===== config.mk =====
export PLATFORM = sky130hd
export DESIGN_NAME = intr_holdoff_top
export DESIGN_NICKNAME = d
export VERILOG_FILES = /design/src/rtl/intr_holdoff_pkg.sv /design/src/rtl/holdoff_regs.sv /design/src/rtl/us_prescaler.sv /design/src/rtl/holdoff_timer.sv /design/src/rtl/intr_holdoff_top.sv
export SDC_FILE = /design/constraint.sdc
export NUM_CORES = 1
export LEC_CHECK = 0
export BUFFER_PORTS_ARGS = -buffer_cell sky130_fd_sc_hd__clkbuf_2
export CAP_MARGIN = 20
export CORE_ASPECT_RATIO = 0.9
export CORE_UTILIZATION = 48
export DETAILED_ROUTE_END_ITERATION = 7
export PLACE_DENSITY = 0.83
export REMOVE_ABC_BUFFERS = 1
export SLEW_MARGIN = 20
export SYNTH_ARGS = -nofsm -noshare
export SYNTH_HDL_FRONTEND = slang
export SYNTH_SLANG_ARGS = --single-unit

===== constraint.sdc =====
create_clock -name clk -period 1.85 [get_ports clk]
set_clock_uncertainty 0.05 [all_clocks]
set_input_delay 0.37 -clock clk [delete_from_list [all_inputs] [get_ports clk]]
set_output_delay 0.37 -clock clk [all_outputs]
set_load 0.03 [all_outputs]

===== src/rtl/intr_holdoff_pkg.sv =====
package intr_holdoff_pkg;
  typedef enum logic {TMR_IDLE = 1'b0, TMR_HOLD = 1'b1} tmr_state_e;
  localparam int REG_W = 16;
endpackage


===== src/rtl/holdoff_regs.sv =====
module holdoff_regs #(
  parameter int DELAY_W = 14,
  parameter int N_EVT   = 4
) (
  input  logic               clk,
  input  logic               rst_n,
  input  logic               wr_delay,
  input  logic [DELAY_W-1:0] wr_delay_val,
  input  logic               wr_ctrl,
  input  logic               ctrl_enable,
  input  logic               ctrl_pend_clr,
  input  logic [N_EVT-1:0]   evt_in,
  output logic [DELAY_W-1:0] delay_q,
  output logic               enable_q,
  output logic               pending_q
);
  logic any_evt;
  assign any_evt = |evt_in;

  always_ff @(posedge clk or negedge rst_n) begin
    if (!rst_n) begin
      delay_q   <= '0;
      enable_q  <= 1'b0;
      pending_q <= 1'b0;
    end else begin
      if (wr_delay) delay_q <= wr_delay_val;
      if (wr_ctrl)  enable_q <= ctrl_enable;
      if (any_evt)
        pending_q <= 1'b1;
      else if (wr_ctrl && ctrl_pend_clr)
        pending_q <= 1'b0;
    end
  end

  // an event in the same cycle as a clear wins
  a_r10_set_wins: assert property (@(posedge clk) disable iff (!rst_n)
    any_evt |=> pending_q);
  // only a clear write may drop pending
  a_r10_pend_hold: assert property (@(posedge clk) disable iff (!rst_n)
    (pending_q && !(wr_ctrl && ctrl_pend_clr)) |=> pending_q);
  // enable changes only by a control write
  a_r10_en_hold: assert property (@(posedge clk) disable iff (!rst_n)
    !wr_ctrl |=> $stable(enable_q));
endmodule


===== src/rtl/us_prescaler.sv =====
module us_prescaler #(
  parameter int CYC_PER_US = 200
) (
  input  logic clk,
  input  logic rst_n,
  input  logic restart,
  output logic tick
);
  localparam int PW = (CYC_PER_US > 1) ? $clog2(CYC_PER_US) : 1;
  localparam logic [PW-1:0] LAST = PW'(CYC_PER_US - 1);

  logic [PW-1:0] pcnt;

  always_ff @(posedge clk or negedge rst_n) begin
    if (!rst_n)            pcnt <= '0;
    else if (restart)      pcnt <= '0;
    else if (pcnt == LAST) pcnt <= '0;
    else                   pcnt <= pcnt + 1'b1;
  end

  assign tick = (pcnt == LAST) && !restart;

  // the count is back at zero right after a restart
  a_r3_presc_restart: assert property (@(posedge clk) disable iff (!rst_n)
    restart |=> (pcnt == '0));
endmodule


===== src/rtl/holdoff_timer.sv =====
module holdoff_timer
  import intr_holdoff_pkg::*;
#(
  parameter int DELAY_W = 14
) (
  input  logic               clk,
  input  logic               rst_n,
  input  logic               start,
  input  logic               stop,
  input  logic [DELAY_W-1:0] load_val,
  input  logic               tick,
  output logic               busy
);
  tmr_state_e         state;
  logic [DELAY_W-1:0] cnt;

  always_ff @(posedge clk or negedge rst_n) begin
    if (!rst_n) begin
      state <= TMR_IDLE;
      cnt   <= '0;
    end else if (stop) begin
      state <= TMR_IDLE;
      cnt   <= '0;
    end else if (start) begin
      cnt   <= load_val;
      state <= (load_val == '0) ? TMR_IDLE : TMR_HOLD;
    end else if (state == TMR_HOLD && tick) begin
      if (cnt == DELAY_W'(1)) begin
        state <= TMR_IDLE;
        cnt   <= '0;
      end else begin
        cnt <= cnt - 1'b1;
      end
    end
  end

  assign busy = (state == TMR_HOLD);

  // a nonzero start opens a window
  a_r3_start_busy: assert property (@(posedge clk) disable iff (!rst_n)
    (start && !stop && load_val != '0) |=> busy);
  // a zero start opens none
  a_r8_zero_idle: assert property (@(posedge clk) disable iff (!rst_n)
    (start && load_val == '0) |=> !busy);
  // stop ends the window
  a_r9_stop_idle: assert property (@(posedge clk) disable iff (!rst_n)
    stop |=> !busy);
  // the running count moves only on a tick or a new start
  a_r5_cnt_stable: assert property (@(posedge clk) disable iff (!rst_n)
    (busy && !start && !stop && !tick) |=> $stable(cnt));
endmodule


===== src/rtl/intr_holdoff_top.sv =====
module intr_holdoff_top
  import intr_holdoff_pkg::*;
#(
  parameter int DELAY_W    = 14,
  parameter int N_EVT      = 4,
  parameter int CYC_PER_US = 200
) (
  input  logic             clk,
  input  logic             rst_n,
  input  logic             wr_delay,
  input  logic [15:0]      wr_data,
  input  logic             wr_ctrl,
  input  logic             ctrl_enable,
  input  logic             ctrl_pend_clr,
  input  logic [N_EVT-1:0] evt_in,
  output logic [15:0]      rd_delay,
  output logic             rd_enable,
  output logic             rd_pending,
  output logic             hold_busy,
  output logic             irq_out
);
  localparam int PAD_W = REG_W - 1 - DELAY_W;

  logic [DELAY_W-1:0] delay_q;
  logic enable_q, pending_q, start, stop, tick, busy;

  assign start = wr_ctrl && ctrl_enable;
  assign stop  = wr_ctrl && !ctrl_enable;

  holdoff_regs #(.DELAY_W(DELAY_W), .N_EVT(N_EVT)) u_regs (
    .clk(clk), .rst_n(rst_n), .wr_delay(wr_delay),
    .wr_delay_val(wr_data[DELAY_W-1:0]), .wr_ctrl(wr_ctrl),
    .ctrl_enable(ctrl_enable), .ctrl_pend_clr(ctrl_pend_clr),
    .evt_in(evt_in), .delay_q(delay_q), .enable_q(enable_q),
    .pending_q(pending_q)
  );

  us_prescaler #(.CYC_PER_US(CYC_PER_US)) u_presc (
    .clk(clk), .rst_n(rst_n), .restart(start), .tick(tick)
  );

  holdoff_timer #(.DELAY_W(DELAY_W)) u_timer (
    .clk(clk), .rst_n(rst_n), .start(start), .stop(stop),
    .load_val(delay_q), .tick(tick), .busy(busy)
  );

  generate
    if (PAD_W > 0) begin : g_pad
      assign rd_delay = {1'b1, {PAD_W{1'b0}}, delay_q};
    end else begin : g_nopad
      assign rd_delay = {1'b1, delay_q};
    end
  endgenerate

  assign rd_enable  = enable_q;
  assign rd_pending = pending_q;
  assign hold_busy  = busy;
  assign irq_out    = enable_q && pending_q && !busy;

  // disable write silences the output next cycle
  a_r9_irq_low: assert property (@(posedge clk) disable iff (!rst_n)
    stop |=> !irq_out);
  // event on an idle, enabled block raises the output next cycle
  a_r7_direct: assert property (@(posedge clk) disable iff (!rst_n)
    (enable_q && !busy && (|evt_in) && !wr_ctrl) |=> irq_out);
  // a window closing with work pending raises the output
  a_r6_expiry: assert property (@(posedge clk) disable iff (!rst_n)
    (busy && !wr_ctrl && enable_q && pending_q) ##1 !busy |-> irq_out);
endmodule


* Word-level counts from Yosys, hierarchy flattened *
Cells that the tools add are included.

word-level totals
  flip-flop bits (word level) = 39
  input port bits = 26
  output and inout bits = 20

cells by class
  $add $sub $neg = 2
  equal/unequal tests = 2
  muxes and demuxes = 13
  reduce and logical (&&, ||, !) cells = 16

operators by type and width
  operator                                              count
  2-to-1 mux 14 bit                                     4
  2-to-1 mux 8 bit                                      2
  equality test 14 x 1 -> 1 bit, second input constant  1
  logical NOT 14 bit                                    1
  subtractor 14 x 1 -> 14 bit, second input constant    1
  adder 8 x 1 -> 8 bit, second input constant           1
  equality test 8 bit, second input constant            1
  logical AND 1 bit                                     7
  2-to-1 mux 1 bit                                      7
  nonzero test 3 bit                                    2
  OR reduction 4 bit                                    1
  logical NOT 1 bit                                     3
  AND reduction 2 bit                                   1
  nonzero test 2 bit                                    1

* Longest topological paths before layout *
Gate-level depths: netlist of the first run.

  depth in word-level cells = 7
  mapped depth = 7
  depth with buffers taken out = 6

* Cells and area by module *
A second synthesis of the first run with hierarchy kept.

unflattened totals
  cell total of the unflattened synthesis = 191
  area total of the unflattened synthesis = 2057.0 sq um

by module, submodules not included
  module            times used  cells each  area each (sq um)
  holdoff_timer     1           110         1016.0
  holdoff_regs      1           35          595.6
  us_prescaler      1           39          397.9
  intr_holdoff_top  1           7           47.5

* Worst setup path after synthesis of the first run *
Ideal clock, no wire load.

  path kind = reg2reg
  start point = reg u_timer.cnt[0]
  end point = reg u_timer.cnt[10]
  library setup time = 0.124 ns
  arrival time = 1.621 ns
  data required time = 1.676 ns
  setup slack = 0.055 ns
  stages on the path, launching flop included = 8
  buffers on the path = 1
  cell sequence = dfrtp_1 inv_1 ha_1 or3b_1 clkbuf_1 o31a_1 o211ai_1 nand2_1

between the ends
  cells in the longest elaborated chain, start to end = 5

ends and longest elaborated chain
  element                                                                              line                                      text
  start: declaration                                                                   holdoff_timer.sv:15                       logic [DELAY_W-1:0] cnt;
  start signal: assignment                                                             holdoff_timer.sv:25                       cnt <= load_val;
  start signal: assignment                                                             holdoff_timer.sv:32                       cnt <= cnt - 1'b1;
  subtractor 14 x 1 -> 14 bit / equality test 14 x 1 -> 1 bit (equally long branches)  holdoff_timer.sv:32, holdoff_timer.sv:28
  2-to-1 mux 14 bit *                                                                  holdoff_timer.sv:28                       if (cnt == DELAY_W'(1)) begin
  2-to-1 mux 14 bit *                                                                  holdoff_timer.sv:27                       end else if (state == TMR_HOLD && tick) begin
  2-to-1 mux 14 bit *                                                                  holdoff_timer.sv:24                       end else if (start) begin
  2-to-1 mux 14 bit *                                                                  holdoff_timer.sv:21                       end else if (stop) begin

Mark *: on every way between the ends. The rest lies on a longest branch, timed or not. The select of a mux whose other input is x is not followed.
A chain may end at the register's enable or synchronous reset.

* Worst setup path after layout of the first run *
  start point = reg u_timer.cnt[9]
  end point = reg u_timer.cnt[11]

The elaborated chain is that of the path after synthesis.

==> reports/metrics.cfg, run 1 <==
[power_and_ir_drop]
p_leak_nw=1.16
ir_worst_vdd_v=0.000552
power_density_nw_per_um2=985
power.total_mw=2.48

[yosys]
synthAdderAreaFrac=0.0187
synth-edff-count=0
synthTopCellsByCount=dfrtp_1, mux2_2, nand2_1
synth_mux_area_frac=0.0787
ys.flop_type=dfrtp_1
syn-instance-count=189
synth_top_cell_by_area=dfrtp_1
synth.distinct_cells=43
synth_xor_area_frac=0.0437
synthSimpleGateAreaFrac=0.213
syn_area_per_cell_um2=10.6
async_flop_share=1.00
seq_area_frac_synth=0.487
synth-compound-area-share=0.119
synth_area_leaders=dfrtp_1, mux2_2, a22oi_1
yosysWarnings=0
synth_top_area_frac=0.487
yosysMostFrequentCell=dfrtp_1
synth_seq_cells=39
syn_area_um2=2000
synth_top_family_by_area=simple AND/OR/NAND/NOR gates

[grt]
grt_overflow=0
grt_max_degree=23
grt_pass1_vias=1621
track_usage=0.230
antenna_found_initial=0
grt_pass1_wl_um=7850

[final_layout]
instances_no_fill=291
fin_util=0.652
layout-drive-gt1-share=0.363
nNetsFinal=273
area.growth.synth_to_final_pct=25.8
diodes=0
fill_cells=295

[timing]
timing.hold.ws_ps=200
fin_crit_ps=1790
fin_crit_sh=0.966
final-hold-violation-count=0
rsz0062_at_grt=yes
max_freq_mhz=560
setup_ws_ps=63.4
setup_viol=0
maxSlewViolCount=0

[route]
first_pass_iters=4
drt-vias-per-instance=5.75
drt_iter0_drc=120
routed_wirelength_um=4580
drc=0
wire_per_inst_um=15.7
via_count=1674
ant_nets=0

[setup_path]
critical_path_class=reg2reg
setup.worst_path.start_class=register
worstPathArrival_ps=1920
critPathCaptureType=register
critPathMaxFanout=4
cp_data_required_time_ps=1980

[die]
die_w_um=70.1
start_util=0.519
row_count=21
core_um2=3860
die_h_um=63.3
boundaryPins=46
die_area_um2=4440

[clock_tree]
cts.clk_slew.worst_paths_ps=80
cts.sinks=39
clkLatencyLatePin_ps=300
cts_tree=done
cts_buffer_depth=2
cts_buffers=5
htree_levels=2
root_buffer=clkbuf_8

[placement]
dp_worst_setup_slack_ps=8.03
portBuffers=41
numPlacedInstances=282
hpwl_um=3320
gp_congestion=0.853

[job]
max_cap_violations=0

[status]
status=finished clean

[worst_hold_path]
hp-class=in2reg

-- registers in the layout, summed over array words and instances, names as in the netlist --
register	cells
u_regs.pending_q	1
u_presc.pcnt	8
u_timer.busy	1
u_timer.cnt	14
u_regs.delay_q	14
u_regs.enable_q	1
-- per-layer routing --
layer	wire (µm)	global-route usage
met1	2090	0.310
met2	2090	0.355
met3	294	0.0544
met4	109	0.100
met5	0	0
-- worst max-delay path, cell delays in order (launching register included) --
cell and delay [ps]:
dfrtp_1 440, or4_4 600, nor4_1 350, nand4b_1 160, nand3_1 70
-- cells by family (layout without fill, tap and decap cells) --
family,Yosys count,after routing
compound gates,34,34
xor+xnor,10,10
fa+ha+maj,3,3
buf+inv,16,72
flops,39,39
mux,14,14
other cells,2,2
simple gates,71,71
-- stage by stage --
step | area [µm²] | TNS (ps)
2_1_floorplan | 1950 | 0
3_3_place_gp | 2350 | 0
3_5_place_dp | 2350 | 0
4_1_cts | 2500 | 0
5_1_grt | 2520 | -101
6_report | 2520 | 0
-- where the power goes --
group          switching [mW]  internal [mW]  leakage, nW
Clock                   0.317          0.538       0.0644
Sequential              0.120          0.956        0.486
Combinational           0.303          0.250        0.614
-- layout make-up --
cell class / instances / area [µm²] / share of cell area
Timing Repair Buffer: 59 / 355 / 0.141
Inverter: 5 / 18.8 / 0.00745
Clock buffer: 5 / 68.8 / 0.0273
Multi-Input combinational cell: 134 / 976 / 0.387
Clock inverter: 3 / 67.6 / 0.0268
Sequential cell: 39 / 976 / 0.387
Tap cell: 46 / 57.6 / 0.0228
-- path summary, 6_finish.rpt --
check	slack, ps	cells past startpoint	end	start
min in group asynchronous	510	2	u_presc.pcnt[2]$_DFF_PN0_	rst_n
hold reg to reg	410	1	u_presc.pcnt[0]$_DFF_PN0_	u_presc.pcnt[0]$_DFF_PN0_
setup reg to reg	60	4	u_timer.cnt[11]$_DFFE_PN0P_	u_timer.cnt[9]$_DFFE_PN0P_
hold / removal	200	3	u_regs.pending_q$_DFFE_PN0P_	evt_in[2]
setup / recovery	60	4	u_timer.cnt[11]$_DFFE_PN0P_	u_timer.cnt[9]$_DFFE_PN0P_
max in group asynchronous	770	3	u_regs.delay_q[0]$_DFFE_PN0P_	rst_n
-- cell usage in the layout, fill, tap and decap left out, types with 4 or more instances in the layout --
cell type and count:
a22oi_1 12, and3_1 4, buf_4 16, clkbuf_2 41, clkbuf_8 5, dfrtp_1 39
inv_1 5, mux2_2 14, nand2_1 13, nand3_1 7, nand4b_1 5, nor2_1 11
nor3_1 4, nor4_1 8, o211ai_1 6, o21ai_1 5, xnor2_1 5, xor2_1 5
-- what timing repair did --
item	4_1_cts	5_1_grt
hold endpoints to repair	17	0
setup buffers	0	0
resized for setup	0	5
hold buffers	1	0
setup endpoints to repair	0	13
No activity file was read; power rests on OpenSTA's default activity.
==> run 2, diff against run 1 <==
--- a/config.mk
+++ b/config.mk
@@ -8,9 +8,9 @@
 export BUFFER_PORTS_ARGS = -buffer_cell sky130_fd_sc_hd__clkbuf_2
 export CAP_MARGIN = 20
 export CORE_ASPECT_RATIO = 0.9
-export CORE_UTILIZATION = 48
+export CORE_UTILIZATION = 45
 export DETAILED_ROUTE_END_ITERATION = 7
-export PLACE_DENSITY = 0.83
+export PLACE_DENSITY = 0.79
 export REMOVE_ABC_BUFFERS = 1
 export SLEW_MARGIN = 20
 export SYNTH_ARGS = -nofsm -noshare
==> reports/metrics.cfg, run 2 (synthesis gave the netlist of run 1 again) <==
[route]
wire_per_inst_um=15.5  ; was 15.7 µm
routed_wirelength_um=4840  ; was 4580 µm
drt-vias-per-instance=5.52  ; was 5.75
via_count=1723  ; was 1,674
ant_nets=0  ; unchanged
drt_iter0_drc=102  ; was 120
drc=0  ; unchanged
first_pass_iters=4  ; unchanged

[power_and_ir_drop]
p_comb_frac=0.243  ; was 0.222
power_density_nw_per_um2=929  ; was 985 nW/µm²
intPower_mw=1.66  ; was 1.74 mW
p_sw_mw=0.755  ; was 0.739 mW
seq_power_share=0.447  ; was 0.433
clock_power_share=0.310  ; was 0.344
p_leak_nw=1.21  ; was 1.16 nW
power.total_mw=2.42  ; was 2.48 mW
ir_worst_vdd_v=0.000624  ; was 0.000552 V
p_sw_frac=0.313  ; was 0.298

[clock_tree]
htree_levels=2  ; unchanged
cts_buffers=5  ; unchanged
cts_tree=done  ; unchanged
clkLatencyLatePin_ps=290  ; was 300 ps
root_buffer=clkbuf_8  ; unchanged
cts.sinks=39  ; unchanged
cts.clk_slew.worst_paths_ps=80  ; about the same
cts_buffer_depth=2  ; unchanged

[final_layout]
mostFrequentLayoutCell=clkbuf_2  ; unchanged
layout-drive-gt1-share=0.389  ; was 0.363
top_regs=u_regs.delay_q: 14 flops, u_timer.cnt: 14 flops, u_presc.pcnt: 8 flops  ; unchanged
area.growth.synth_to_final_pct=29.9  ; was 25.8%
most-common-layout-cells=clkbuf_2, dfrtp_1, buf_4  ; unchanged
nNetsFinal=280  ; was 273
diodes=0  ; unchanged
fill_cells=364  ; was 295

[grt]
grt_pass1_wl_um=7620  ; was 7850 µm
track_usage=0.213  ; was 0.230
antenna_found_initial=0  ; unchanged
grt_pass1_vias=1627  ; was 1,621
grt_max_degree=24  ; was 23
grt_overflow=0  ; unchanged

[die]
start_util=0.479  ; was 0.519
die_w_um=72.3  ; was 70.1 µm
row_count=22  ; was 21
die_area_um2=4720  ; was 4440 µm²
boundaryPins=46  ; unchanged
die_h_um=65.3  ; was 63.3 µm
core_um2=4180  ; was 3860 µm²

[setup_path]
worstPathArrival_ps=1960  ; was 1920 ps
cp_data_required_time_ps=1970  ; was 1980 ps
critPathMaxFanout=6  ; was 4
critical_path_class=reg2reg  ; unchanged
r2r-start=u_presc.pcnt[3]$_DFF_PN0_  ; was u_timer.cnt[9]$_DFFE_PN0P_
reg2regPathDepth=5  ; was 4
critPathCaptureType=register  ; unchanged
regToRegSetupSlack_ps=20  ; was 60 ps
setup.worst_path.start_class=register  ; unchanged
r2r_end=u_timer.cnt[13]$_DFFE_PN0P_  ; was u_timer.cnt[11]$_DFFE_PN0P_

[timing]
final-hold-violation-count=0  ; unchanged
timing.hold.ws_ps=225  ; was 200 ps
setup_viol=0  ; unchanged
max_freq_mhz=546  ; was 560 MHz
fin_crit_ps=1830  ; was 1790 ps
maxSlewViolCount=0  ; unchanged
fin_crit_sh=0.990  ; was 0.966

[worst_hold_path]
hp-start=evt_in[2]  ; unchanged
whs_path_depth=3  ; unchanged
whs_endpoint=u_regs.pending_q$_DFFE_PN0P_  ; unchanged
hp-class=in2reg  ; unchanged

[placement]
portBuffers=41  ; unchanged
hpwl_um=3560  ; was 3320 µm
gp_congestion=0.850  ; was 0.853

[job]
max_cap_violations=0  ; unchanged

[status]
status=finished clean  ; unchanged

## run 2: power groups by stage
stage	Combinational (mW)	Sequential [mW]	Clock, mW
after floorplan	0.274	1.14	0
after global routing	0.636	1.09	0.791
final	0.587	1.08	0.750
after detailed placement	0.556	1.09	0
after CTS	0.560	1.07	0.758
after global placement	0.539	1.08	0
## run 2: worst max path at each step
stage	end	from
finish	u_timer.cnt[13]$_DFFE_PN0P_	u_presc.pcnt[3]$_DFF_PN0_
global route	u_timer.cnt[13]$_DFFE_PN0P_	u_presc.pcnt[3]$_DFF_PN0_
CTS	u_timer.cnt[5]$_DFFE_PN0P_	u_presc.pcnt[3]$_DFF_PN0_
detailed placement	u_timer.cnt[5]$_DFFE_PN0P_	u_presc.pcnt[3]$_DFF_PN0_
global placement	u_timer.cnt[5]$_DFFE_PN0P_	u_presc.pcnt[3]$_DFF_PN0_
floorplan	u_timer.cnt[5]$_DFFE_PN0P_	u_presc.pcnt[3]$_DFF_PN0_
## run 2: layout make-up
type,instances,area (µm²),area share
multi-input combinational,134,1000,0.384
sequential,39,976,0.375
timing repair buffer,66,412,0.158
clock buffer,6,82.6,0.0317
tap,60,75.1,0.0288
clock inverter,2,38.8,0.0149
inverter,5,18.8,0.00721
## run 2: critical path, cell delays in order, from the launching register on
cell and delay (ps):
dfrtp_1 430, or3b_1 390, o31a_1 320, buf_4 170
a211oi_2 260, a21oi_2 90
## run 2: metal layers
| metal | vias to the layer above | track usage | wire length (µm) |
|---|---|---|---|
| met4 | 0 | 0.0613 | 46 |
| met2 | 56 | 0.352 | 2510 |
| met5 | - | 0 | 0 |
| met3 | 4 | 0.0322 | 215 |
| met1 | 846 | 0.291 | 2070 |
| li1 | 817 | - | - |
## run 2: stage by stage
stage / worst slack, ps / cells / cell area, µm² / setup TNS, ps / util
6_report: 17.7 / 312 / 2600 / 0 / 0.622
5_1_grt: -47.7 / 312 / 2600 / -64.3 / 0.622
4_1_cts: 23.9 / 312 / 2550 / 0 / 0.611
3_5_place_dp: 52.4 / 303 / 2420 / 0 / 0.579
3_3_place_gp: 60.9 / 303 / 2420 / 0 / 0.579
2_1_floorplan: 28.8 / 178 / 1950 / 0 / -
## run 2: what timing repair did
action / in CTS / in global routing
endpoints found under the setup margin: 0 / 10
hold endpoints to repair: 16 / 0
resized for setup: 0 / 9
hold buffers: 1 / 0
buffers inserted: 0 / 0
==> run 3, diff against run 2 <==
--- a/config.mk
+++ b/config.mk
@@ -9,7 +9,9 @@
 export CAP_MARGIN = 20
 export CORE_ASPECT_RATIO = 0.9
 export CORE_UTILIZATION = 45
+export CTS_BUF_LIST = sky130_fd_sc_hd__clkbuf_8
 export DETAILED_ROUTE_END_ITERATION = 7
+export GPL_TIMING_DRIVEN = 0
 export PLACE_DENSITY = 0.79
 export REMOVE_ABC_BUFFERS = 1
 export SLEW_MARGIN = 20
==> reports/metrics.cfg, run 3 (synthesis gave the netlist of run 1 again) <==
[setup_path]
r2r-start=u_timer.cnt[0]$_DFFE_PN0P_  ; was u_presc.pcnt[3]$_DFF_PN0_
cp_data_required_time_ps=1970  ; about the same
worstPathArrival_ps=1940  ; was 1960 ps
critical_path_class=reg2reg  ; unchanged
setup.worst_path.start_class=register  ; unchanged
critPathCaptureType=register  ; unchanged
regToRegSetupSlack_ps=40  ; was 20 ps
critPathMaxFanout=8  ; was 6
reg2regPathDepth=6  ; was 5
r2r_end=u_timer.cnt[10]$_DFFE_PN0P_  ; was u_timer.cnt[13]$_DFFE_PN0P_

[clock_tree]
cts.clk_slew.worst_paths_ps=80  ; about the same
cts_buffers=5  ; unchanged
cts_buffer_depth=2  ; unchanged
clkLatencyLatePin_ps=290  ; about the same
htree_levels=2  ; unchanged
cts.sinks=39  ; unchanged
root_buffer=clkbuf_8  ; unchanged
cts_tree=done  ; unchanged

[route]
drc=0  ; unchanged
ant_nets=0  ; unchanged
drt-vias-per-instance=5.72  ; was 5.52
drt_iter0_drc=180  ; was 102
first_pass_iters=4  ; unchanged
routed_wirelength_um=4590  ; was 4840 µm
wire_per_inst_um=15.7  ; was 15.5 µm
via_count=1676  ; was 1,723

[power_and_ir_drop]
ir_worst_vdd_v=0.000574  ; was 0.000624 V
p_leak_nw=1.09  ; was 1.21 nW
power_density_nw_per_um2=906  ; was 929 nW/µm²

[timing]
fin_crit_ps=1810  ; was 1830 ps
setup_viol=0  ; unchanged
slew_headroom=0.347
fin_crit_sh=0.980  ; was 0.990
rsz0062_at_grt=yes
final-hold-violation-count=0  ; unchanged
worst_slew_pin_slew_ps=979
maxSlewViolCount=0  ; unchanged
timing.hold.ws_ps=170  ; was 225 ps
max_freq_mhz=551  ; was 546 MHz

[grt]
grt_overflow=0  ; unchanged
track_usage=0.204  ; was 0.213
grt_pass1_wl_um=7490  ; was 7620 µm
grt_max_degree=40  ; was 24
grt_pass1_vias=1570  ; was 1,627
antenna_found_initial=0  ; unchanged

[die]
start_util=0.479  ; unchanged
row_count=22  ; unchanged
die_area_um2=4720  ; unchanged
die_w_um=72.3  ; unchanged
die_h_um=65.3  ; unchanged
boundaryPins=46  ; unchanged
core_um2=4180  ; unchanged

[final_layout]
area.growth.synth_to_final_pct=20.5  ; was 29.9%
top_regs=u_regs.delay_q: 14 flops, u_timer.cnt: 14 flops, u_presc.pcnt: 8 flops  ; unchanged
diodes=0  ; unchanged
fill_cells=364  ; unchanged
most-common-layout-cells=clkbuf_2, dfrtp_1, mux2_2  ; was clkbuf_2, dfrtp_1, buf_4
mostFrequentLayoutCell=clkbuf_2  ; unchanged
layout-drive-gt1-share=0.352  ; was 0.389
nNetsFinal=261  ; was 280
instances_no_fill=293  ; was 312

[placement]
numPlacedInstances=279  ; was 303
portBuffers=41  ; unchanged
gp_congestion=0.871  ; was 0.850
hpwl_um=2940  ; was 3560 µm

[worst_hold_path]
hp-class=in2async  ; was in2reg

[status]
status=finished clean  ; unchanged

[job]
max_cap_violations=0  ; unchanged

-- run 3: cell types whose count changed in the layout (fill, tap and decap cells not counted), sizes merged --
cell | previous run | this run
buf | 24 | 5
inv | 6 | 5
bufinv | 1 | 0
clkbuf | 47 | 46
dlygate4sd3 | 1 | 0
o31a | 3 | 4
clkinvlp | 0 | 2
clkinv | 0 | 1
-- run 3: repair_timing --
action | CTS | global route
pin swaps | 2 | 4
gates resized for setup | 3 | 8
endpoints found under the setup margin | 15 | 11
buffers inserted | 2 | 3
hold buffers | 0 | 0
gates cloned | 0 | 1
-- run 3: worst max-delay path, cell delays in order (launching register included) --
cell	delay, ps
dfrtp_2	450
inv_1	80
ha_2	190
or3b_4	450
o31a_1	260
o211ai_1	160
nand2_1	60
-- run 3: final cells by class --
cell class / count / area [µm²] / area share
Timing Repair Buffer: 46 / 243 / 0.101
Multi-Input combinational cell: 135 / 1010 / 0.419
Inverter: 5 / 18.8 / 0.00777
Tap cell: 60 / 75.1 / 0.0311
Sequential cell: 39 / 977 / 0.405
Clock buffer: 5 / 68.8 / 0.0285
Clock inverter: 3 / 20.0 / 0.00829
-- run 3: report_power, final --
part / internal (mW) / switching (mW)
combinational: 0.224 / 0.294
sequential: 0.957 / 0.138
clock: 0.262 / 0.312
-- run 3: per-layer routing --
layer  vias up  track usage  share of wire
li1        786            -              -
met1       820        0.300           0.48
met2        68        0.315           0.45
met3         2       0.0322          0.063
met4         0       0.0490         0.0068
met5         -            0              0
-- run 3: worst max path at each step --
stage                                     from  slack [ps]  depth (start not counted)                           to
floorplan            u_presc.pcnt[3]$_DFF_PN0_          30                          4   u_timer.cnt[5]$_DFFE_PN0P_
global placement     u_presc.pcnt[3]$_DFF_PN0_        -350                          4   u_timer.cnt[5]$_DFFE_PN0P_
detailed placement   u_presc.pcnt[3]$_DFF_PN0_        -400                          4   u_timer.cnt[5]$_DFFE_PN0P_
CTS                  u_presc.pcnt[3]$_DFF_PN0_           1                          4  u_timer.cnt[13]$_DFFE_PN0P_
global route        u_timer.cnt[1]$_DFFE_PN0P_         -50                          6  u_timer.cnt[10]$_DFFE_PN0P_
finish              u_timer.cnt[0]$_DFFE_PN0P_          40                          6  u_timer.cnt[10]$_DFFE_PN0P_
-- run 3: metrics by stage --
| step | TNS, ps | total power [mW] | area, µm² | setup WS, ps | utilization |
|---|---|---|---|---|---|
| 3_5_place_dp | -2700 | 1.57 | 2230 | -404 | 0.533 |
| 3_3_place_gp | -2390 | 1.56 | 2230 | -355 | 0.533 |
| 5_1_grt | -75.1 | 2.31 | 2410 | -47.5 | 0.577 |
| 6_report | 0 | 2.19 | 2410 | 36.1 | 0.577 |
| 2_1_floorplan | 0 | 1.41 | 1950 | 28.8 | - |
| 4_1_cts | 0 | 2.15 | 2340 | 1.17 | 0.560 |
